`config.mk`:
```
export PLATFORM = sky130hd
export DESIGN_NAME = spi_master_fifo
export DESIGN_NICKNAME = d
export VERILOG_FILES = /design/src/rtl/spi_pkg.sv /design/src/rtl/spi_ring_fifo.sv /design/src/rtl/spi_shift_engine.sv /design/src/rtl/spi_master_fifo.sv
export SDC_FILE = /design/constraint.sdc
export NUM_CORES = 1
export LEC_CHECK = 0
export BUFFER_PORTS_ARGS = -buffer_cell sky130_fd_sc_hd__clkbuf_2
export CORE_ASPECT_RATIO = 1.75
export CORE_MARGIN = 1
export CORE_UTILIZATION = 30
export CTS_CLUSTER_SIZE = 40
export DETAILED_ROUTE_END_ITERATION = 8
export GPL_ROUTABILITY_DRIVEN = 0
export PLACE_DENSITY = 0.54
export RECOVER_POWER = 100
export SKIP_CTS_REPAIR_TIMING = 1
export SYNTH_ARGS = -nofsm -noshare
export SYNTH_HDL_FRONTEND = slang
export SYNTH_SLANG_ARGS = --single-unit
```
`constraint.sdc`:
```
create_clock -name clk -period 9.15 [get_ports clk]
set_clock_uncertainty 0.05 [all_clocks]
set_input_delay 2.745 -clock clk [delete_from_list [all_inputs] [get_ports clk]]
set_output_delay 2.745 -clock clk [all_outputs]
set_load 0.01 [all_outputs]
```
`src/rtl/spi_pkg.sv`:
```
`timescale 1ns/1ps
package spi_pkg;
  localparam logic [11:0] OFS_CTL0 = 12'h000;
  localparam logic [11:0] OFS_CTL1 = 12'h004;
  localparam logic [11:0] OFS_DATA = 12'h008;
  localparam logic [11:0] OFS_STAT = 12'h00C;
  localparam logic [11:0] OFS_PRE  = 12'h010;
  localparam logic [11:0] OFS_MASK = 12'h014;
  localparam logic [11:0] OFS_RAW  = 12'h018;
  localparam logic [11:0] OFS_MIS  = 12'h01C;
  localparam logic [11:0] OFS_ID   = 12'hFE0;

  localparam int C1_LOOP = 0;
  localparam int C1_EN   = 1;
  localparam int C1_SLV  = 2;

  typedef struct packed {
    logic busy;
    logic rx_full;
    logic rx_nempty;
    logic tx_nfull;
    logic tx_empty;
  } stat_t;

  function automatic logic [7:0] id_byte(input logic [2:0] idx);
    case (idx)
      3'd0:    return 8'h22;
      3'd1:    return 8'h10;
      3'd2:    return 8'h04;
      3'd3:    return 8'h00;
      3'd4:    return 8'h0D;
      3'd5:    return 8'hF0;
      3'd6:    return 8'h05;
      default: return 8'hB1;
    endcase
  endfunction
endpackage

```
`src/rtl/spi_ring_fifo.sv`:
```
`timescale 1ns/1ps
module spi_ring_fifo #(
  parameter int WIDTH = 16,
  parameter int DEPTH = 8
) (
  input  logic                         clk,
  input  logic                         rst,
  input  logic                         push,
  input  logic [WIDTH-1:0]             push_data,
  input  logic                         pop,
  output logic [WIDTH-1:0]             oldest,
  output logic [$clog2(DEPTH+1)-1:0]   level
);
  localparam int IW = $clog2(DEPTH);
  localparam int LW = $clog2(DEPTH+1);
  localparam logic [LW-1:0] FULL = LW'(DEPTH);

  logic [WIDTH-1:0] mem [DEPTH];
  logic [IW-1:0]    head;
  logic [LW-1:0]    len;
  logic [IW-1:0]    tail;

  // depth is a power of two, so index arithmetic wraps naturally
  assign tail   = head - IW'(len);
  assign oldest = mem[tail];
  assign level  = len;

  always_ff @(posedge clk) begin
    if (push) mem[head] <= push_data;
  end

  always_ff @(posedge clk) begin
    if (rst) begin
      head <= '0;
      len  <= '0;
    end else begin
      if (push) head <= head + IW'(1);
      if (push && !pop)      len <= len + LW'(1);
      else if (pop && !push) len <= len - LW'(1);
    end
  end


  no_overflow_chk: assert property (@(posedge clk) disable iff (rst)
    push |-> (len != FULL || pop));

  no_underflow_chk: assert property (@(posedge clk) disable iff (rst)
    pop |-> (len != '0));
endmodule

```
`src/rtl/spi_shift_engine.sv`:
```
`timescale 1ns/1ps
module spi_shift_engine #(
  parameter int WIDTH = 16,
  parameter int PRE_W = 8
) (
  input  logic                        clk,
  input  logic                        rst,
  input  logic                        load,
  input  logic [WIDTH-1:0]            load_word,
  input  logic [$clog2(WIDTH+1)-1:0]  load_bits,
  input  logic [PRE_W-1:0]            prescale,
  input  logic                        miso,
  output logic                        ready,
  output logic                        finish,
  output logic                        active,
  output logic                        sclk,
  output logic                        mosi,
  output logic [WIDTH-1:0]            rx_word
);
  localparam int BW = $clog2(WIDTH+1);

  logic [WIDTH-1:0] tx_sh, rx_sh;
  logic [BW-1:0]    bits_left;
  logic [PRE_W-1:0] hc;
  logic [PRE_W-1:0] half_m1;
  logic             edge_now;

  assign half_m1  = (prescale == '0) ? '0 : prescale - PRE_W'(1);
  assign edge_now = active && (hc == '0);
  assign finish   = edge_now && sclk && (bits_left == BW'(1));
  assign ready    = !active || finish;
  assign mosi     = tx_sh[WIDTH-1];
  assign rx_word  = rx_sh;

  always_ff @(posedge clk) begin
    if (rst) begin
      active    <= 1'b0;
      sclk      <= 1'b0;
      tx_sh     <= '0;
      rx_sh     <= '0;
      bits_left <= '0;
      hc        <= '0;
    end else if (load && ready) begin
      active    <= 1'b1;
      sclk      <= 1'b0;
      tx_sh     <= load_word << (BW'(WIDTH) - load_bits);
      rx_sh     <= '0;
      bits_left <= load_bits;
      hc        <= half_m1;
    end else if (finish) begin
      active <= 1'b0;
      sclk   <= 1'b0;
      tx_sh  <= tx_sh << 1;
    end else if (edge_now) begin
      hc <= half_m1;
      if (!sclk) begin
        sclk  <= 1'b1;
        rx_sh <= {rx_sh[WIDTH-2:0], miso};
      end else begin
        sclk      <= 1'b0;
        tx_sh     <= tx_sh << 1;
        bits_left <= bits_left - BW'(1);
      end
    end else if (active) begin
      hc <= hc - PRE_W'(1);
    end
  end


  mosi_hold_chk: assert property (@(posedge clk) disable iff (rst)
    $rose(sclk) |-> $stable(mosi));

  sclk_idle_chk: assert property (@(posedge clk) disable iff (rst)
    !active |-> !sclk);
endmodule

```
`src/rtl/spi_master_fifo.sv`:
```
`timescale 1ns/1ps
module spi_master_fifo
  import spi_pkg::*;
#(
  parameter int DATA_W     = 16,
  parameter int FIFO_DEPTH = 8,
  parameter int PRE_W      = 8
) (
  input  logic              clk,
  input  logic              rst,
  input  logic              bus_wr,
  input  logic              bus_rd,
  input  logic [11:0]       bus_addr,
  input  logic [DATA_W-1:0] bus_wdata,
  output logic [DATA_W-1:0] bus_rdata,
  output logic              irq,
  output logic              cfg_err,
  output logic              spi_sclk,
  output logic              spi_mosi,
  input  logic              spi_miso,
  output logic              spi_cs_n
);
  localparam int SZW = $clog2(DATA_W);
  localparam int BW  = $clog2(DATA_W+1);
  localparam int LW  = $clog2(FIFO_DEPTH+1);
  localparam logic [LW-1:0] FULL_LVL = LW'(FIFO_DEPTH);
  localparam logic [LW-1:0] HALF_LVL = LW'(FIFO_DEPTH/2);

  logic [SZW-1:0]    dss;
  logic [3:0]        ctl1;
  logic [PRE_W-1:0]  prescale;
  logic [3:0]        imask;
  logic              cfg_err_q, irq_q;
  logic [DATA_W-1:0] rdata_q, rd_mux;

  logic [DATA_W-1:0] wmask, tx_oldest, rx_oldest, rx_in, shf_rx;
  logic [LW-1:0]     tx_lvl, rx_lvl;
  logic              wr_data, rd_data, tx_push, tx_pop, rx_push, rx_pop;
  logic              eng_on, lb_move, ser_go, take;
  logic              shf_ready, shf_finish, shf_active;
  logic [3:0]        raw;
  stat_t             stat;

  assign wmask   = {DATA_W{1'b1}} >> (DATA_W - 1 - int'(dss));
  assign wr_data = bus_wr && (bus_addr == OFS_DATA);
  assign rd_data = bus_rd && (bus_addr == OFS_DATA);
  assign tx_push = wr_data && (tx_lvl != FULL_LVL);
  assign rx_pop  = rd_data && (rx_lvl != '0);

  // engine control: loopback bypasses the shifter, serial reserves a slot
  assign eng_on  = ctl1[C1_EN] && !ctl1[C1_SLV];
  assign lb_move = eng_on && ctl1[C1_LOOP] && !shf_active &&
                   (tx_lvl != '0) && (rx_lvl != FULL_LVL);
  assign ser_go  = eng_on && !ctl1[C1_LOOP] && (tx_lvl != '0) &&
                   (({1'b0, rx_lvl} + {{LW{1'b0}}, shf_active}) < {1'b0, FULL_LVL});
  assign take    = ser_go && shf_ready;
  assign tx_pop  = lb_move || take;
  assign rx_push = lb_move || shf_finish;
  assign rx_in   = (lb_move ? tx_oldest : shf_rx) & wmask;

  spi_ring_fifo #(.WIDTH(DATA_W), .DEPTH(FIFO_DEPTH)) u_tx_fifo (
    .clk(clk), .rst(rst), .push(tx_push), .push_data(bus_wdata & wmask),
    .pop(tx_pop), .oldest(tx_oldest), .level(tx_lvl));

  spi_ring_fifo #(.WIDTH(DATA_W), .DEPTH(FIFO_DEPTH)) u_rx_fifo (
    .clk(clk), .rst(rst), .push(rx_push), .push_data(rx_in),
    .pop(rx_pop), .oldest(rx_oldest), .level(rx_lvl));

  spi_shift_engine #(.WIDTH(DATA_W), .PRE_W(PRE_W)) u_shift (
    .clk(clk), .rst(rst), .load(take), .load_word(tx_oldest),
    .load_bits(BW'(dss) + BW'(1)), .prescale(prescale), .miso(spi_miso),
    .ready(shf_ready), .finish(shf_finish), .active(shf_active),
    .sclk(spi_sclk), .mosi(spi_mosi), .rx_word(shf_rx));

  assign raw = {tx_lvl <= HALF_LVL, rx_lvl >= HALF_LVL, 2'b00};

  always_comb begin
    stat.busy      = shf_active || (eng_on && tx_lvl != '0);
    stat.rx_full   = (rx_lvl == FULL_LVL);
    stat.rx_nempty = (rx_lvl != '0);
    stat.tx_nfull  = (tx_lvl != FULL_LVL);
    stat.tx_empty  = (tx_lvl == '0);
  end

  always_comb begin
    rd_mux = '0;
    if (bus_addr >= OFS_ID) begin
      rd_mux = DATA_W'(id_byte(bus_addr[4:2]));
    end else begin
      case (bus_addr)
        OFS_CTL0: rd_mux = DATA_W'(dss);
        OFS_CTL1: rd_mux = DATA_W'(ctl1);
        OFS_DATA: rd_mux = (rx_lvl != '0) ? rx_oldest : '0;
        OFS_STAT: rd_mux = DATA_W'(stat);
        OFS_PRE:  rd_mux = DATA_W'(prescale);
        OFS_MASK: rd_mux = DATA_W'(imask);
        OFS_RAW:  rd_mux = DATA_W'(raw);
        OFS_MIS:  rd_mux = DATA_W'(raw & imask);
        default:  rd_mux = '0;
      endcase
    end
  end

  always_ff @(posedge clk) begin
    if (rst) begin
      dss       <= '0;
      ctl1      <= '0;
      prescale  <= '0;
      imask     <= '0;
      cfg_err_q <= 1'b0;
      irq_q     <= 1'b0;
      rdata_q   <= '0;
    end else begin
      irq_q <= |(raw & imask);
      if (bus_rd) rdata_q <= rd_mux;
      if (bus_wr) begin
        case (bus_addr)
          OFS_CTL0: dss <= bus_wdata[SZW-1:0];
          OFS_CTL1: begin
            ctl1      <= bus_wdata[3:0];
            cfg_err_q <= bus_wdata[C1_EN] && bus_wdata[C1_SLV];
          end
          OFS_PRE:  prescale <= bus_wdata[PRE_W-1:0];
          OFS_MASK: imask    <= bus_wdata[3:0];
          default: ;
        endcase
      end
    end
  end

  assign bus_rdata = rdata_q;
  assign irq       = irq_q;
  assign cfg_err   = cfg_err_q;
  assign spi_cs_n  = ~shf_active;


  cfg_block_chk: assert property (@(posedge clk) disable iff (rst)
    cfg_err |-> !tx_pop);

  rx_room_chk: assert property (@(posedge clk) disable iff (rst)
    rx_push |-> (rx_lvl != FULL_LVL || rx_pop));

  cs_sclk_chk: assert property (@(posedge clk) disable iff (rst)
    spi_cs_n |-> !spi_sclk);
endmodule

```
# Yosys cells after proc, flatten, opt, wreduce, memory -nomap -nowiden
# Memories as Yosys holds them, arrays and structs flattened.
# Cells that the tools add are included.
[totals]
memories = 2
ramBits = 256
ff_bits = 99
word_cells = 154
inputBits = 33
[memory_table]
columns = ["name", "words", "word_bits", "rd", "rd_ports_with_merged_regs", "write_ports", "line_no", "rtl"]
rows = [
  ["u_rx_fifo.mem", 8, 16, 1, 0, 1, "spi_ring_fifo.sv:18", "logic [WIDTH-1:0] mem [DEPTH];"],
  ["u_tx_fifo.mem", 8, 16, 1, 0, 1, "spi_ring_fifo.sv:18", ""],
]
[classes]
muxes = 29
bitwise = 7
shifts = 2
n_reduce_logical = 60
add_sub_neg = 15
n_eq_ne = 18
n_lt_le_gt_ge = 4
[ops]
columns = ["cell", "n"]
rows = [
  ["$pmux 16 s8", 1],
  ["$mux 16", 7],
  ["$pmux 8 s7", 1],
  ["$eq 12x5->1 const B", 4],
  ["$mux 8", 5],
  ["$and 16x16->16", 2],
  ["$shr 16x32->16 const A", 1],
  ["$eq 12x4->1 const B", 2],
  ["$logic_and 1x1->1", 23],
  ["$mux 5", 4],
  ["$logic_not 8->1", 2],
  ["$mux 4", 4],
  ["$shl 16x5->16", 1],
  ["$sub 8x1->8 const B", 2],
  ["$eq 12x3->1 const B", 1],
  ["$ge 12x12->1 const B", 1],
  ["$logic_not 12->1", 1],
  ["$reduce_and 2->1", 6],
  ["$reduce_bool 2->1", 5],
  ["$eq 3x3->1 const B", 3],
  ["$reduce_bool 3->1", 3],
  ["$add 4x1->4 const B", 2],
  ["$and 4x4->4", 2],
  ["$ne 4x4->1 const B", 2],
  ["other kinds (27)", 50],
]

# Longest topological paths before layout
# Gate-level depths: netlist (run 1).
[logic_depth]
ltp_word = 11
mapped_depth = 15
ltp_nobuf = 14

# By module
# From an unflattened synthesis (run 1), not the netlist that was laid out.
[unflattened]
hier_cells = 1182
hier_area_um2 = 16438.3
[modules_own_cells]
columns = ["mod", "seq_area_each_um2", "area_per_inst_um2", "instances", "cells_each"]
rows = [
  ["spi_ring_fifo", 3983.8, 5406.4, 2, 243],
  ["spi_shift_engine", 940.9, 3125.5, 1, 381],
  ["spi_master_fifo", 760.7, 2499.9, 1, 315],
]

# Worst setup path after synthesis (run 1)
# OpenSTA, ideal clock, no wires.
[synth_timing]
path_type = "input-to-reg"
from = "input bus_addr[9]"
to = "register u_rx_fifo.len[3], in the netlist u_rx_fifo.level[3]"
setup_ps = 70
stages = 14
arrival_time_ps = 5775
setup_slack_ps = 3254
n_path_buf = 1
required_ps = 9030
cell_sequence = "nor4_1 nand4_1 or2_2 nor3_1 buf_2 nand2_1 ha_1 inv_1 ha_1 a21o_1 a21oi_1 xnor2_1 or3_1 a21oi_1"
[synth_via]
elab_chain_cells = 6
word_cells_on_any_way = 8
classes_between = "eq/ne: 1; mux: 1; reduce/logical: 6"
[synth_rtl]
columns = ["item", "line_no", "rtl"]
rows = [
  ["start, declared", "spi_master_fifo.sv:13", "input logic [11:0] bus_addr,"],
  ["$eq 12x4->1 (*)", "spi_master_fifo.sv:46", "assign rd_data = bus_rd && (bus_addr == OFS_DATA);"],
  ["$logic_and 1x1->1 (*)", "spi_master_fifo.sv:46", ""],
  ["$logic_and 1x1->1 (*)", "spi_master_fifo.sv:48", "assign rx_pop = rd_data && (rx_lvl != '0);"],
  ["$logic_not 1->1", "spi_ring_fifo.sv:38", "if (push && !pop) len <= len + LW'(1);"],
  ["$logic_and 1x1->1", "spi_ring_fifo.sv:38", ""],
  ["$mux 4 or $reduce_bool 2->1 (tied branches)", "--", ""],
  ["end signal, assigned", "spi_ring_fifo.sv:38", ""],
  ["end signal, assigned", "spi_ring_fifo.sv:39", "else if (pop && !push) len <= len - LW'(1);"],
  ["end, declared", "spi_ring_fifo.sv:20", "logic [LW-1:0] len;"],
]
# Mark *: on every way between the ends. The rest lies on a longest branch, timed or not.
# A chain may end at the register's enable or synchronous reset.

# Worst setup path in the final report (run 1)
# Ends and elaborated chain as after synthesis.

==> run metrics, run 1 <==
post-route clock period utilization 71.7%; clock root buffer clkbuf_16; footprint of the multi-input gates 5890 sq um; Finish-stage setup viols 0; Worst Tran Pin Value 3.91 ns; number of I/O port buffers 53; critical path class in2reg; Max-Cap Viols 3; Required @ worst endpoint 9.59 ns; Final WS setup 2.59 ns; maximum VDD drop 0.139 mV; WL/cell 22.0 um; chip height 307 um; Worst Path Arrival 7.00 ns; violated checks max-capacitance violations, max-slew violations; Filler Cells Inserted 5118; delay-heaviest family, CP simple AND/OR/NAND/NOR gates; Synth Register Bits 355; placed wire-length estimate 30300 um; Slew Limit Headroom -161%; clock buffer depth 3; Gate power share 1.2%; post-layout power 0.00310 W; first-pass GRT wire length 64800 um; FFs w/ async S/R, synth 0%; Via density 5.22; die footprint 54200 sq um; cell taking the most area after synthesis edfxtp_1; Post-Syn Area per Cell 13.5 sq um; PwrDens 173 nW/um^2; Yosys top cell area share 48.2%; Register Area 9670 sq um; sequential share of power 54.9%; Final nets 1297; Distinct cells, synth 71; Ys Warns 0; max-slew violation count 132; Detailed Routing Iterations Pass 1 5; vias in the first global route 10400; # rows 111; CP endpoint kind register; largest net degree at the start of global routing 82; non-filler instance count after layout 1941; critical path cell sequence clkbuf_2 -> nor4_1 -> nand4_1 -> or2_2 -> nor3_1 -> nand2_1 -> ha_1 -> inv_1 -> ha_1 -> a21o_1 -> a21oi_1 -> xnor2_1 -> or3_1 -> a21oi_1; Detailed Route Iter0 Violations 744; leak pwr 5.87 nW; synthesized net count 1242; routed via count 10100; worst path bufs/invs 2; clk slew on worst S/H paths 0.07 ns; drt total wl 42800 um; Num CTS Buffers 31; Die W 176 um; Hold/Removal Path Class reg2reg; CTS tree yes; cells taking the most area after synthesis edfxtp_1, dfxtp_1, mux4_2; endpoints failing hold 0; Max Fclk 152 MHz; clock sink total 355; htree depth 1; dpl cells 1886; reg-to-reg startpoint u_tx_fifo.level[0]; drc violations 0; status complete, but fails checks; Post-synth top flop edfxtp_1; all-layer global routing usage 16.0%; Worst Hold Launch u_shift.rx_word[15]; worst-path fanout max 16; Net Sw Frac 20.2%; Core Footprint 52500 sq um; Setup Slack @ Placement 2.66 ns; RSZ-0062 raised after global routing no; IO Pins 54; antenna violations before repair 0; ANT cells 0; Internal Power 0.00248 W; Final TNS setup 0 ns; Starting Density 30.4%; slowest stage delay, CP 1.43 ns; Overflow after GRT 0; Routed Antenna Nets 0; min Tclk post-route 6.56 ns; worst setup path startpoint bus_addr[9]; CP startpoint kind input pin; Gate Count Post-Synth 1186; Area Growth Syn to Fin 12.6%; register area share after synthesis 60.6%; EDFF count, synth 256; Skew-Pair Late Insertion Delay 0.60 ns; switching power 0.000628 W; power share of the clock group 43.9%; Slowest-stage cell, CP nor3_1; layout cells sized above 1 15.0%; Syn Std Cell Area 16000 sq um
-- cell families (layout without fill, tap and decap cells) --
kind of cell | after synthesis | in the layout | share of synthesized area (%)
simple gates | 355 | 355 | 10.3
fa+ha+maj | 23 | 23 | 1.99
mux | 145 | 145 | 15.3
flops | 355 | 355 | 60.6
buf+inv | 97 | 174 | 2.52
xor+xnor | 23 | 23 | 1.35
compound gates | 188 | 188 | 7.92
-- tightest hold or removal path, stage by stage (launching register included) --
cell and delay, ns:
dfxtp_1 0.31, nand2_1 0.05, a21oi_1 0.05
-- Yosys cell counts (all sizes together) (7+ instances only) --
cell type	n
xnor2	15
mux2i	48
clkbuf	46
xor2	7
nor2	129
dfxtp	99
edfxtp	256
a221oi	9
nand4	7
nand2b	17
o21ai	33
nand3	30
nor3	23
ha	19
inv	31
nor4	15
nand2	96
buf	19
a311oi	8
mux2	20
mux4	77
a211oi	28
a21oi	52
-- final cells by class --
class | instances | area share [%]
clock inverter | 20 | 1.36
clock buffer | 35 | 4.40
inverter | 32 | 0.669
sequential | 355 | 53.8
tap | 678 | 4.72
timing repair buffer | 87 | 2.22
multi-input combinational | 734 | 32.8
-- routing by layer --
| layer | global-route usage (%) | wire [um] |
|---|---|---|
| met5 | 0 | 0 |
| met1 | 17.0 | 15600 |
| met2 | 30.5 | 23400 |
| met4 | 8.64 | 2270 |
| met3 | 1.50 | 1460 |
-- power groups by stage --
stage	logic, W	clock network [W]	registers, W
2_1_floorplan	0.0000180	0	0.00174
3_3_place_gp	0.0000379	0	0.00174
3_5_place_dp	0.0000384	0	0.00174
4_1_cts	0.0000384	0.00139	0.00170
5_1_grt	0.0000402	0.00145	0.00170
6_report	0.0000371	0.00136	0.00170
-- worst paths after layout --
| check | to | slack [ns] | cells after the start |
|---|---|---|---|
| min | u_shift.rx_word[15] | 0.41 | 2 |
| min reg2reg | u_shift.rx_word[15] | 0.41 | 2 |
| max reg2reg | u_shift.tx_sh[14] | 3.57 | 10 |
| max | u_rx_fifo.level[3] | 2.59 | 14 |
-- layout by cell type (no fill, tap or decap), drive strengths merged, types with 17 or more instances in the layout --
cell	netlist	routed
a211oi	28	28
a21oi	52	52
clkbuf	46	110
dfxtp	99	99
edfxtp	256	256
ha	19	19
inv	31	32
mux2	20	20
mux2i	48	48
mux4	77	77
nand2	96	96
nand2b	17	17
nand3	30	30
nor2	129	129
nor3	23	23
o21ai	33	33
-- registers in the layout, indices dropped and copies added, names as in the netlist, 3 cells and up --
signal             flops
u_rx_fifo.head         3
u_shift.bits_left      5
bus_rdata             16
u_shift.hc             8
dss                    4
u_tx_fifo.mem        128
u_tx_fifo.head         3
imask                  4
u_shift.rx_word       16
u_tx_fifo.level        4
u_rx_fifo.mem        128
u_rx_fifo.level        4
ctl1                   4
prescale               8
u_shift.tx_sh         16
-- stage by stage --
stage                     hold WS (ns)  cell area [sq um]  util, %
after floorplan                  0.382              16000        -
after global routing             0.422              18000     34.2
after CTS                        0.406              18100     34.5
after global placement           0.404              17100     32.6
after detailed placement         0.397              17100     32.6
final                            0.405              18000     34.2
No activity file was read; power rests on OpenSTA's default activity.
==> inputs of run 2 (changes only) <==
Settings changed: PLACE_DENSITY 0.54 to 0.56.
Clock period 9.15 ns to 5.71 ns, I/O delays scaled along.
==> run 2 against run 1 <==
  * The flow still finishes with violations (max-capacitance violations, max-slew violations)
  * Sequential power is 61% higher
  * Cell count is 0.52% higher
  * Combinational power is 59% higher
  * Critical path depth is 6 lower
  * Global-route usage is 0.057 points higher
  * First-iteration DRC count is 8.6% lower
  * Non-clock buffer count is 4 higher
  * Sequential share of layout area is 0.39 points lower
  * Power is 65% higher
  * Largest cell class unchanged
==> run metrics, run 2 (same netlist as run 1, synthesis figures left out) <==
status complete, but fails checks; violated checks max-capacitance violations, max-slew violations; Starting Density 30.4% (unchanged); Net Sw Frac 20.8% (+0.58 points); drc violations 0 (unchanged); Slew Limit Headroom -95.8% (+65 points); first-pass GRT wire length 65200 um (+0.50%); routed via count 10200 (+0.51%); WL/cell 22.0 um (-0.28%); Max-Cap Viols 1 (-2); Routed Antenna Nets 0 (unchanged); number of I/O port buffers 53 (unchanged); Crit path top cell by count clkbuf_1; Via density 5.22 (about the same); worst setup path startpoint bus_addr[9]; switching power 0.00106 W (+69%); antenna violations before repair 0 (unchanged); CP endpoint kind register; clock root buffer clkbuf_16; CP startpoint kind input pin; clk slew on worst S/H paths 0.06 ns (about the same); die footprint 54200 sq um (unchanged); critical path cell sequence clkbuf_1 -> nor4_1 -> nand4_1 -> nor4_1 -> clkbuf_1 -> nand2_1 -> nor3_1 -> clkbuf_1; RSZ-0062 raised after global routing no; critical path class in2reg; Core Footprint 52500 sq um (unchanged); placed wire-length estimate 30000 um (-0.78%); largest net degree at the start of global routing 62 (-24%); vias in the first global route 10600 (+2.4%); CTS tree yes; reg-to-reg startpoint u_tx_fifo.head[0]; worst-path fanout max 10 (-6); Detailed Routing Iterations Pass 1 5 (unchanged); Gate power share 1.2% (about the same); Hold/Removal Path Class reg2reg; ANT cells 0 (unchanged); Num CTS Buffers 34 (+9.7%); Final nets 1304 (+0.54%); clock sink total 355 (unchanged); Skew-Pair Late Insertion Delay 0.55 ns (-0.05 ns); Worst Hold Launch u_shift.rx_word[15]; power share of the clock group 45.4% (+1.5 points); Overflow after GRT 0 (unchanged); slowest stage delay, CP 0.99 ns (-0.44 ns); Area Growth Syn to Fin 13.4%; Slowest-stage cell, CP nor3_1; PwrDens 282 nW/um^2 (+63%); sequential share of power 53.5% (-1.4 points); leak pwr 5.98 nW (+1.8%); layout cells sized above 1 15.6% (+0.51 points); Die W 176 um (unchanged); Internal Power 0.00404 W (+63%); max-slew violation count 62 (-53%); Max Fclk 203 MHz; clock buffer depth 3 (unchanged); htree depth 2 (+1); Worst Tran Pin Value 2.94 ns (-0.977 ns); post-route clock period utilization 86.4%; drt total wl 42900 um (+0.23%); commonest non-fill, non-tap cells in the layout edfxtp_1, nor2_1, dfxtp_1; all-layer global routing usage 16.0% (+0.057 points); top flop regs u_rx_fifo.mem: 128 flops, u_tx_fifo.mem: 128 flops; most common cell after layout, fill and taps aside edfxtp_1; post-layout power 0.00511 W (+65%); Final TNS setup 0 ns (unchanged); Worst Path Arrival 5.06 ns (-1.94 ns); min Tclk post-route 4.93 ns; maximum VDD drop 0.203 mV (+46%); IO Pins 54 (unchanged); Detailed Route Iter0 Violations 680 (-8.6%); endpoints failing hold 0 (unchanged); chip height 307 um (unchanged); Finish-stage setup viols 0 (unchanged); # rows 111 (unchanged); Required @ worst endpoint 5.84 ns (-3.75 ns)
[run 2: final timing paths]
path                            slack [ns]                   to  cells after the start
worst max register to register        1.04    u_shift.tx_sh[14]                      9
worst min register to register        0.41  u_shift.rx_word[15]                      2
worst max-delay path                  0.78  u_tx_fifo.mem[4][0]                      8
worst min-delay path                  0.41  u_shift.rx_word[15]                      2
[run 2: layout make-up]
cell class,count,area [sq um]
Multi-Input combinational cell,734,5900
Fill cell,5183,34400
Timing Repair Buffer,91,422
Tap cell,678,848
Sequential cell,355,9670
Clock inverter,24,268
Clock buffer,37,862
Inverter,32,120
[run 2: power groups by stage]
stage	sequential (W)	combinational (W)	clock, W
5_1_grt	0.00273	0.0000641	0.00245
4_1_cts	0.00273	0.0000610	0.00237
2_1_floorplan	0.00279	0.0000289	0
6_report	0.00273	0.0000591	0.00232
3_5_place_dp	0.00279	0.0000610	0
3_3_place_gp	0.00279	0.0000602	0
[run 2: routing by layer]
layer | global-route usage (%) | up-vias | wire length (um)
met5 | 0 | - | 0
met4 | 8.70 | 0 | 2260
met3 | 1.76 | 107 | 1420
met2 | 31.5 | 260 | 23900
met1 | 16.1 | 5160 | 15300
li1 | - | 4659 | -
[run 2: critical path: cells and delay by family]
kind | cells | cell delay [ns]
buffers and inverters | 3 | 1.06
and+or+nand+nor | 5 | 2.27
[run 2: per-stage QoR]
stage / hold WS, ns / utilization, % / std cells / setup slack [ns] / instance area, sq um
after floorplan: 0.382 / - / 1186 / 0.846 / 16000
after global placement: 0.406 / 32.6 / 1890 / 0.799 / 17100
after detailed placement: 0.408 / 32.6 / 1890 / 0.736 / 17100
after CTS: 0.417 / 34.8 / 1951 / 1.30 / 18300
after global routing: 0.424 / 34.5 / 1951 / 0.504 / 18100
final: 0.413 / 34.5 / 1951 / 0.775 / 18100
